**config.mk**
```make
export PLATFORM = sky130hd
export DESIGN_NAME = nvs_shadow_sram
export DESIGN_NICKNAME = d
export VERILOG_FILES = /design/src/rtl/nvs_pkg.sv /design/src/rtl/nvs_lockout.sv /design/src/rtl/nvs_save_filter.sv /design/src/rtl/nvs_arrays.sv /design/src/rtl/nvs_shadow_sram.sv
export SDC_FILE = /design/constraint.sdc
export NUM_CORES = 2
export LEC_CHECK = 0
export BUFFER_PORTS_ARGS = -buffer_cell sky130_fd_sc_hd__buf_2
export CORE_MARGIN = 3
export CORE_UTILIZATION = 35
export CTS_CLUSTER_DIAMETER = 200
export DETAILED_ROUTE_END_ITERATION = 6
export HOLD_SLACK_MARGIN = 0.15
export MAX_ROUTING_LAYER = met4
export PLACE_DENSITY_LB_ADDON = 0.05
export SYNTH_ARGS = -nofsm -noshare
export SYNTH_HDL_FRONTEND = slang
export SYNTH_HIERARCHICAL = 1
export SYNTH_SLANG_ARGS = --single-unit
```
**constraint.sdc**
```tcl
create_clock -name clk -period 8.4 [get_ports clk]
set_input_delay 0.84 -clock clk [delete_from_list [all_inputs] [get_ports clk]]
set_output_delay 0.84 -clock clk [all_outputs]
set_load 0.005 [all_outputs]
```
**src/rtl/nvs_pkg.sv**
```systemverilog
package nvs_pkg;

    // Sequencer states of the shadowed SRAM controller.
    typedef enum logic [1:0] {
        ST_OFF     = 2'd0,
        ST_IDLE    = 2'd1,
        ST_SAVE    = 2'd2,
        ST_RESTORE = 2'd3
    } nvs_state_e;

endpackage

```
**src/rtl/nvs_lockout.sv**
```systemverilog
// Counts edges since supply-good rose and opens the read and write windows.
module nvs_lockout #(
    parameter int READ_HOLD  = 64,
    parameter int WRITE_HOLD = 2048
) (
    input  logic clk,
    input  logic rst_n,
    input  logic pwr_ok,
    output logic rd_ok,
    output logic wr_ok
);
    localparam int CNT_W = $clog2(WRITE_HOLD + 1);

    logic [CNT_W-1:0] cnt_d, cnt_q;

    always_comb begin
        cnt_d = cnt_q;
        if (!pwr_ok) begin
            cnt_d = '0;
        end else if (cnt_q != CNT_W'(WRITE_HOLD)) begin
            cnt_d = cnt_q + CNT_W'(1);
        end
    end

    always_ff @(posedge clk or negedge rst_n) begin
        if (!rst_n) cnt_q <= '0;
        else        cnt_q <= cnt_d;
    end

    assign rd_ok = (cnt_q >= CNT_W'(READ_HOLD));
    assign wr_ok = (cnt_q >= CNT_W'(WRITE_HOLD));

    // the write window never opens ahead of the read window (READ_HOLD <= WRITE_HOLD).
    p_lock_order_r10: assert property (@(posedge clk) disable iff (!rst_n)
        wr_ok |-> rd_ok);

    generate
        if (WRITE_HOLD > 0) begin : g_drop_chk
            // losing supply closes the write window on the next cycle.
            p_lock_drop_r11: assert property (@(posedge clk) disable iff (!rst_n)
                !pwr_ok |=> !wr_ok);
        end
    endgenerate
endmodule

```
**src/rtl/nvs_save_filter.sv**
```systemverilog
// Arms on a high save input, then requires SAVE_MIN consecutive low samples.
module nvs_save_filter #(
    parameter int SAVE_MIN = 4
) (
    input  logic clk,
    input  logic rst_n,
    input  logic clear,
    input  logic active,
    input  logic wr_ok,
    input  logic save_n,
    input  logic restore_n,
    output logic fire
);
    localparam int FLT_W = $clog2(SAVE_MIN + 1);

    typedef struct packed {
        logic             armed;
        logic [FLT_W-1:0] run;
    } flt_t;

    flt_t flt_d, flt_q;

    always_comb begin
        flt_d = flt_q;
        fire  = 1'b0;
        if (clear) begin
            flt_d = '0;
        end else if (!active) begin
            flt_d.run = '0;
        end else if (save_n) begin
            flt_d.run   = '0;
            flt_d.armed = wr_ok;
        end else if (!restore_n || !flt_q.armed) begin
            flt_d.run = '0;
        end else if (flt_q.run == FLT_W'(SAVE_MIN - 1)) begin
            fire        = 1'b1;
            flt_d.run   = '0;
            flt_d.armed = 1'b0;
        end else begin
            flt_d.run = flt_q.run + FLT_W'(1);
        end
    end

    always_ff @(posedge clk or negedge rst_n) begin
        if (!rst_n) flt_q <= '0;
        else        flt_q <= flt_d;
    end

    // a low restore input always suppresses a save start.
    p_restore_blocks_save_r6: assert property (@(posedge clk) disable iff (!rst_n)
        !restore_n |-> !fire);

    generate
        if (SAVE_MIN >= 2) begin : g_pulse_chk
            // a start is only possible after the input was already low last cycle.
            p_pulse_len_r5: assert property (@(posedge clk) disable iff (!rst_n)
                fire |-> !$past(save_n));
        end
    endgenerate
endmodule

```
**src/rtl/nvs_arrays.sv**
```systemverilog
// Working RAM and shadow copy; each word carries an undefined flag in its MSB.
module nvs_arrays #(
    parameter int ADDR_W = 8,
    parameter int DATA_W = 4
) (
    input  logic              clk,
    input  logic              rst_n,
    input  logic              host_we,
    input  logic              host_poison,
    input  logic [ADDR_W-1:0] host_addr,
    input  logic [DATA_W-1:0] host_wdata,
    input  logic              to_shadow,
    input  logic              to_ram,
    input  logic [ADDR_W-1:0] xfer_idx,
    output logic [DATA_W-1:0] rd_word,
    output logic              rd_bad
);
    localparam int DEPTH = 1 << ADDR_W;

    logic [DATA_W:0] ram_q    [DEPTH];
    logic [DATA_W:0] shadow_q [DEPTH];

    always_ff @(posedge clk) begin
        if (host_we)     ram_q[host_addr]         <= {1'b0, host_wdata};
        if (host_poison) ram_q[host_addr][DATA_W] <= 1'b1;
        if (to_ram)      ram_q[xfer_idx]          <= shadow_q[xfer_idx];
        if (to_shadow)   shadow_q[xfer_idx]       <= ram_q[xfer_idx];
    end

    assign rd_word = ram_q[host_addr][DATA_W-1:0];
    assign rd_bad  = ram_q[host_addr][DATA_W];

    // host and sequencer never update the arrays in the same cycle.
    p_single_writer_r3: assert property (@(posedge clk) disable iff (!rst_n)
        $onehot0({host_we, host_poison, to_ram, to_shadow}));
endmodule

```
**src/rtl/nvs_shadow_sram.sv**
```systemverilog
module nvs_shadow_sram
    import nvs_pkg::*;
#(
    parameter int ADDR_W     = 8,
    parameter int DATA_W     = 4,
    parameter int SAVE_MIN   = 4,
    parameter int READ_HOLD  = 64,
    parameter int WRITE_HOLD = 2048
) (
    input  logic              clk,
    input  logic              rst_n,
    input  logic              pwr_ok,
    input  logic              sel_n,
    input  logic              wr_n,
    input  logic              save_n,
    input  logic              restore_n,
    input  logic [ADDR_W-1:0] addr,
    input  logic [DATA_W-1:0] wr_data,
    output logic [DATA_W-1:0] rd_data,
    output logic              rd_bad,
    output logic              rd_en,
    output logic              busy
);
    localparam logic [ADDR_W-1:0] LAST_IDX = '1;

    typedef struct packed {
        nvs_state_e        state;
        logic [ADDR_W-1:0] idx;
        logic              oe;
        logic [DATA_W-1:0] rdata;
        logic              rbad;
    } ctl_t;

    ctl_t ctl_d, ctl_q;

    logic              rd_ok, wr_ok, fire;
    logic              host_we, host_poison, to_shadow, to_ram;
    logic [DATA_W-1:0] arr_word;
    logic              arr_bad;
    logic              idle_now, wr_req, rd_req;

    nvs_lockout #(
        .READ_HOLD (READ_HOLD),
        .WRITE_HOLD(WRITE_HOLD)
    ) u_lock (
        .clk   (clk),
        .rst_n (rst_n),
        .pwr_ok(pwr_ok),
        .rd_ok (rd_ok),
        .wr_ok (wr_ok)
    );

    assign idle_now = pwr_ok && (ctl_q.state == ST_IDLE);

    nvs_save_filter #(
        .SAVE_MIN(SAVE_MIN)
    ) u_filt (
        .clk      (clk),
        .rst_n    (rst_n),
        .clear    (!pwr_ok),
        .active   (idle_now),
        .wr_ok    (wr_ok),
        .save_n   (save_n),
        .restore_n(restore_n),
        .fire     (fire)
    );

    nvs_arrays #(
        .ADDR_W(ADDR_W),
        .DATA_W(DATA_W)
    ) u_arr (
        .clk        (clk),
        .rst_n      (rst_n),
        .host_we    (host_we),
        .host_poison(host_poison),
        .host_addr  (addr),
        .host_wdata (wr_data),
        .to_shadow  (to_shadow),
        .to_ram     (to_ram),
        .xfer_idx   (ctl_q.idx),
        .rd_word    (arr_word),
        .rd_bad     (arr_bad)
    );

    assign wr_req = !sel_n && !wr_n && wr_ok;
    assign rd_req = !sel_n && wr_n && rd_ok;

    always_comb begin
        ctl_d       = ctl_q;
        ctl_d.oe    = 1'b0;
        ctl_d.rdata = '0;
        ctl_d.rbad  = 1'b0;
        host_we     = 1'b0;
        host_poison = 1'b0;
        to_shadow   = 1'b0;
        to_ram      = 1'b0;
        if (!pwr_ok) begin
            ctl_d.state = ST_OFF;
            ctl_d.idx   = '0;
        end else begin
            unique case (ctl_q.state)
                ST_OFF: begin
                    ctl_d.state = ST_RESTORE;
                    ctl_d.idx   = '0;
                end
                ST_RESTORE, ST_SAVE: begin
                    to_ram    = (ctl_q.state == ST_RESTORE);
                    to_shadow = (ctl_q.state == ST_SAVE);
                    if (ctl_q.idx == LAST_IDX) begin
                        ctl_d.state = ST_IDLE;
                        ctl_d.idx   = '0;
                    end else begin
                        ctl_d.idx = ctl_q.idx + 1'b1;
                    end
                end
                default: begin
                    if (!restore_n && wr_ok) begin
                        ctl_d.state = ST_RESTORE;
                        ctl_d.idx   = '0;
                    end else if (fire) begin
                        ctl_d.state = ST_SAVE;
                        ctl_d.idx   = '0;
                        host_poison = wr_req;
                    end else if (wr_req) begin
                        host_we = 1'b1;
                    end else if (rd_req) begin
                        ctl_d.oe    = 1'b1;
                        ctl_d.rdata = arr_word;
                        ctl_d.rbad  = arr_bad;
                    end
                end
            endcase
        end
    end

    always_ff @(posedge clk or negedge rst_n) begin
        if (!rst_n) begin
            ctl_q <= '{state: ST_OFF, idx: '0, oe: 1'b0, rdata: '0, rbad: 1'b0};
        end else begin
            ctl_q <= ctl_d;
        end
    end

    assign rd_data = ctl_q.rdata;
    assign rd_bad  = ctl_q.rbad;
    assign rd_en   = ctl_q.oe;
    assign busy    = (ctl_q.state == ST_SAVE) || (ctl_q.state == ST_RESTORE);

    // no read data is presented while a transfer runs.
    p_quiet_when_busy_r3: assert property (@(posedge clk) disable iff (!rst_n)
        busy |-> !rd_en);

    // a save keeps running until its last word, whatever save_n does.
    p_save_runs_r4: assert property (@(posedge clk) disable iff (!rst_n)
        (pwr_ok && ctl_q.state == ST_SAVE && ctl_q.idx != LAST_IDX)
        |=> (ctl_q.state == ST_SAVE));

    // supply-good seen from the off state starts a restore at word zero.
    p_auto_restore_r8: assert property (@(posedge clk) disable iff (!rst_n)
        (pwr_ok && ctl_q.state == ST_OFF) |=> (busy && ctl_q.idx == '0));

    // without supply nothing is busy or driven on the next cycle.
    p_off_quiet_r11: assert property (@(posedge clk) disable iff (!rst_n)
        !pwr_ok |=> (!busy && !rd_en));
endmodule

```
==> results by group <==
Setup path
  • Crit path launch: ctl_q[6]$_DFFE_PN0P_
  • Worst Setup Start Kind: flop
  • Worst path arrival time: 6.48 ns
  • CP Data Required Time: 8.83 ns
  • WS Path Type: reg2reg
  • Crit Reg-Reg Startpoint: ctl_q[6]$_DFFE_PN0P_
  • CP Capture Type: flop
  • Worst-path maximum fanout: 222

Timing
  • Final Hold Fails: 0
  • Setup-failing EPs final: 0
  • Fin Setup TNS: 0 ns
  • Slew Limit Fails: 0
  • Fmax: 165.5 MHz
  • Worst Max-Slew Pin Slew: approximately 1.4 ns
  • Clock period minus worst slack: 6.041 ns
  • Slew Limit Headroom: 5.931%
  • Unrepaired setup endpoints after global routing: false
  • Clock skew: 0.05190 ns
  • Post-route clock period utilization: just over 70%

Die
  • Initial Utilization: around a third
  • DIE HEIGHT: 613.8 µm
  • Die W: between 600 and 700 µm
  • Top Ports: 26
  • FP Rows: about 220
  • Die area: about 380,000 µm²
  • Core area: 366,700 µm²

Placed design
  • Area post-placement: ~130,000 µm²
  • Detailed placement HPWL: 315.0 mm
  • IO Port Bufs: 25
  • Final GP Congestion: about 0.9

Job
  • Max_cap viols: 0

Yosys
  • Syn. warnings: 6
  • Synth top area cells: edfxtp_1 (59%), mux4_2 (17%), mux2_2 (5.7%)
  • Seq cells post-synth: roughly 2,600
  • Count leader, synth: edfxtp_1
  • Top-area cell type share of the netlist area: 59.45%
  • Syn avg cell area: 14.84 µm²
  • Post-synthesis cell count: about 8,700
  • Seq/Total Area, Yosys: approximately 60%
  • Distinct cell type count after synthesis: about 70
  • Syn Std Cell Area: approximately 130,000 µm²
  • Post-synth top cells: edfxtp_1 (2,560), o21ai_0 (1,227), nand2_1 (1,037)
  • Yosys top cell by area: edfxtp_1
  • Ys async rst share: under 10%
  • Ys flop type: edfxtp_1
  • Net count after synthesis: 8,736
  • Post-synth EDFFs: around 2,600

Cells and area
  • Final instance area: 144,200 µm²
  • Register area: between 70,000 and 80,000 µm²
  • # nets final: between 8,000 and 9,000
  • Fill count: approximately 34,000
  • Layout cells sized above 1: about 28%
  • P&R area growth vs syn: 11.56%
  • Area taken by multi-input logic gates: approximately 48,000 µm²

Clock tree
  • TritonCTS Sinks: about 2,600
  • Resized Gates After CTS: 0
  • TritonCTS buffer count: around 320
  • Max clock buf depth: 4
  • CTS tree: done
  • H-tree Lvls: 5
  • Clk pin slew, worst setup/hold paths: 0.06 ns
  • Worst-skew pair later-pin latency: between 0.9 and 1 ns
  • Root Buffer: clkbuf_16

Drt
  • Vias/cell: 6.139
  • Vias: just over 80,000
  • Initial DRT Pass Iterations: 7
  • Antenna-violating nets left: 0
  • Routed WL per cell: ~38 µm
  • WL final: roughly 510 mm
  • DRC violations left: 3
  • Detailed Route Iter0 Violations: about 10,000

Power and ir drop
  • Post-layout total power: approximately 0.03 W
  • Pwr dens: 207.7 nW/µm²
  • P_leak: 45.13 nW
  • Peak VDD IR: between 150 and 200 µV

GRT
  • GRT Resource Usage Total: 27.16%
  • Total grt overflow: 0
  • Initial antenna violation count: 30
  • First-pass GRT wire length: a little under 700 mm
  • Vias in the first global route: between 80,000 and 90,000
  • Largest net degree at the start of global routing: approximately 220

Min path
  • Class of the worst hold path: in2reg
  • Hold_sp: restore_n

Outcome
  • Run status: finished, violations left
  • Failing checks: DRC
-- state kept, by name, summed over array words and instances, names as in the netlist --
| register | flops |
|---|---|
| ctl_q | 10 |
| rd_bad | 1 |
| rd_data | 4 |
| rd_en | 1 |
| u_arr/ram_q | 1280 |
| u_arr/shadow_q | 1280 |
| u_filt/flt_q | 4 |
| u_lock/cnt_q | 12 |
-- layout make-up --
class / instances / area share, %
flip-flops and latches: 2592 / 53.86
multi-input cells: 5186 / 33.32
clock buffers: 406 / 5.855
well taps: 4816 / 4.177
repair buffers: 245 / 1.563
clock inverters: 163 / 1.150
inverters: 18 / 0.04857
diodes: 17 / 0.02949
-- what timing repair did --
item                      4_1_cts  5_1_grt
hold endpoints to repair       32        0
hold buffers                    1        0
setup buffers                   0        0
-- where the power goes --
group	switching, W	internal, W	leakage, nW
combinational	0.00136	0.000674	16.2
sequential	0.0000147	0.0143	24.0
clock	0.00562	0.00802	4.93
total	0.00699	0.0230	45.1
-- routing by layer --
layer | track usage (%) | wire length, µm
met5 | - | 0
met3 | 4.188 | 36050
met1 | 35.99 | 209300
met4 | 10.77 | 23930
met2 | 42.02 | 235700
-- kinds of logic (layout without fill, tap and decap cells) --
group	Yosys count	in the layout	share of synthesized area [%]
other	0	17	0
DFF	2592	2592	60.07
AOI/OAI and AO/OA	1694	1694	7.301
xor gates and xnor gates	2	2	0.01355
adders and majority gates	4	4	0.03871
buffers and inverters	935	832	3.162
and+or+nand+nor	1695	1695	5.515
muxes	1791	1791	23.90
-- path summary, 6_finish.rpt --
kind | to | slack, ns | cells after the start
worst min register to register | u_filt/flt_q[0]$_DFF_PN0_ | 0.46 | 1
worst max register to register | u_arr/shadow_q[152][1]$_DFFE_PP_ | 2.36 | 8
max in group asynchronous | ctl_q[11]$_DFFE_PN0P_ | 7.38 | 3
worst max-delay path | u_arr/shadow_q[152][1]$_DFFE_PP_ | 2.36 | 8
min in group asynchronous | rd_bad$_DFF_PN0_ | 0.52 | 3
worst min-delay path | u_filt/flt_q[3]$_DFFE_PN0P_ | 0.28 | 3
-- layout by cell type (no fill, tap or decap), types with 11 or more instances in the layout --
cell type / count
a31oi_1: 13
nor2_2: 16
buf_2: 17
dfrtp_1: 27
nor2_4: 24
a211oi_1: 47
a21oi_1: 108
nor4_1: 41
diode_2: 17
edfxtp_1: 2560
buf_12: 32
a22o_1: 14
a22oi_1: 147
nand4_1: 29
mux4_2: 971
buf_4: 187
inv_1: 17
mux2i_1: 160
clkinv_2: 49
nand2b_1: 14
nor4b_1: 11
nor2_1: 332
clkbuf_16: 324
nor2b_1: 36
o31ai_1: 21
o21ai_0: 1227
nand3_1: 46
bufinv_16: 30
clkinv_1: 61
nand2_1: 1015
nand2_2: 21
mux2_2: 660
and2_2: 11
clkbuf_1: 79
o22ai_1: 63
-- worst max-delay path, cell delays in order (launching register included) --
cell and delay (ns):
dfrtp_4 0.92, buf_12 0.44, mux4_2 0.59, mux4_2 0.54, a22o_1 0.22, a221o_1 0.40
nor4_1 1.03, nand4b_1 0.57, buf_12 0.43
-- metrics by stage --
step	utilization (%)	worst slack (ns)	hold WS [ns]	cells
global placement	36.57	2.650	0.4393	12856
detailed placement	36.57	2.637	0.4566	12856
CTS	39.33	2.577	0.1865	13426
finish	39.34	2.359	0.2769	13443
floorplan	-	0.02439	0.4179	8713
global route	39.33	2.346	0.2317	13432
Note: power is estimated with default switching activity, not from simulation.
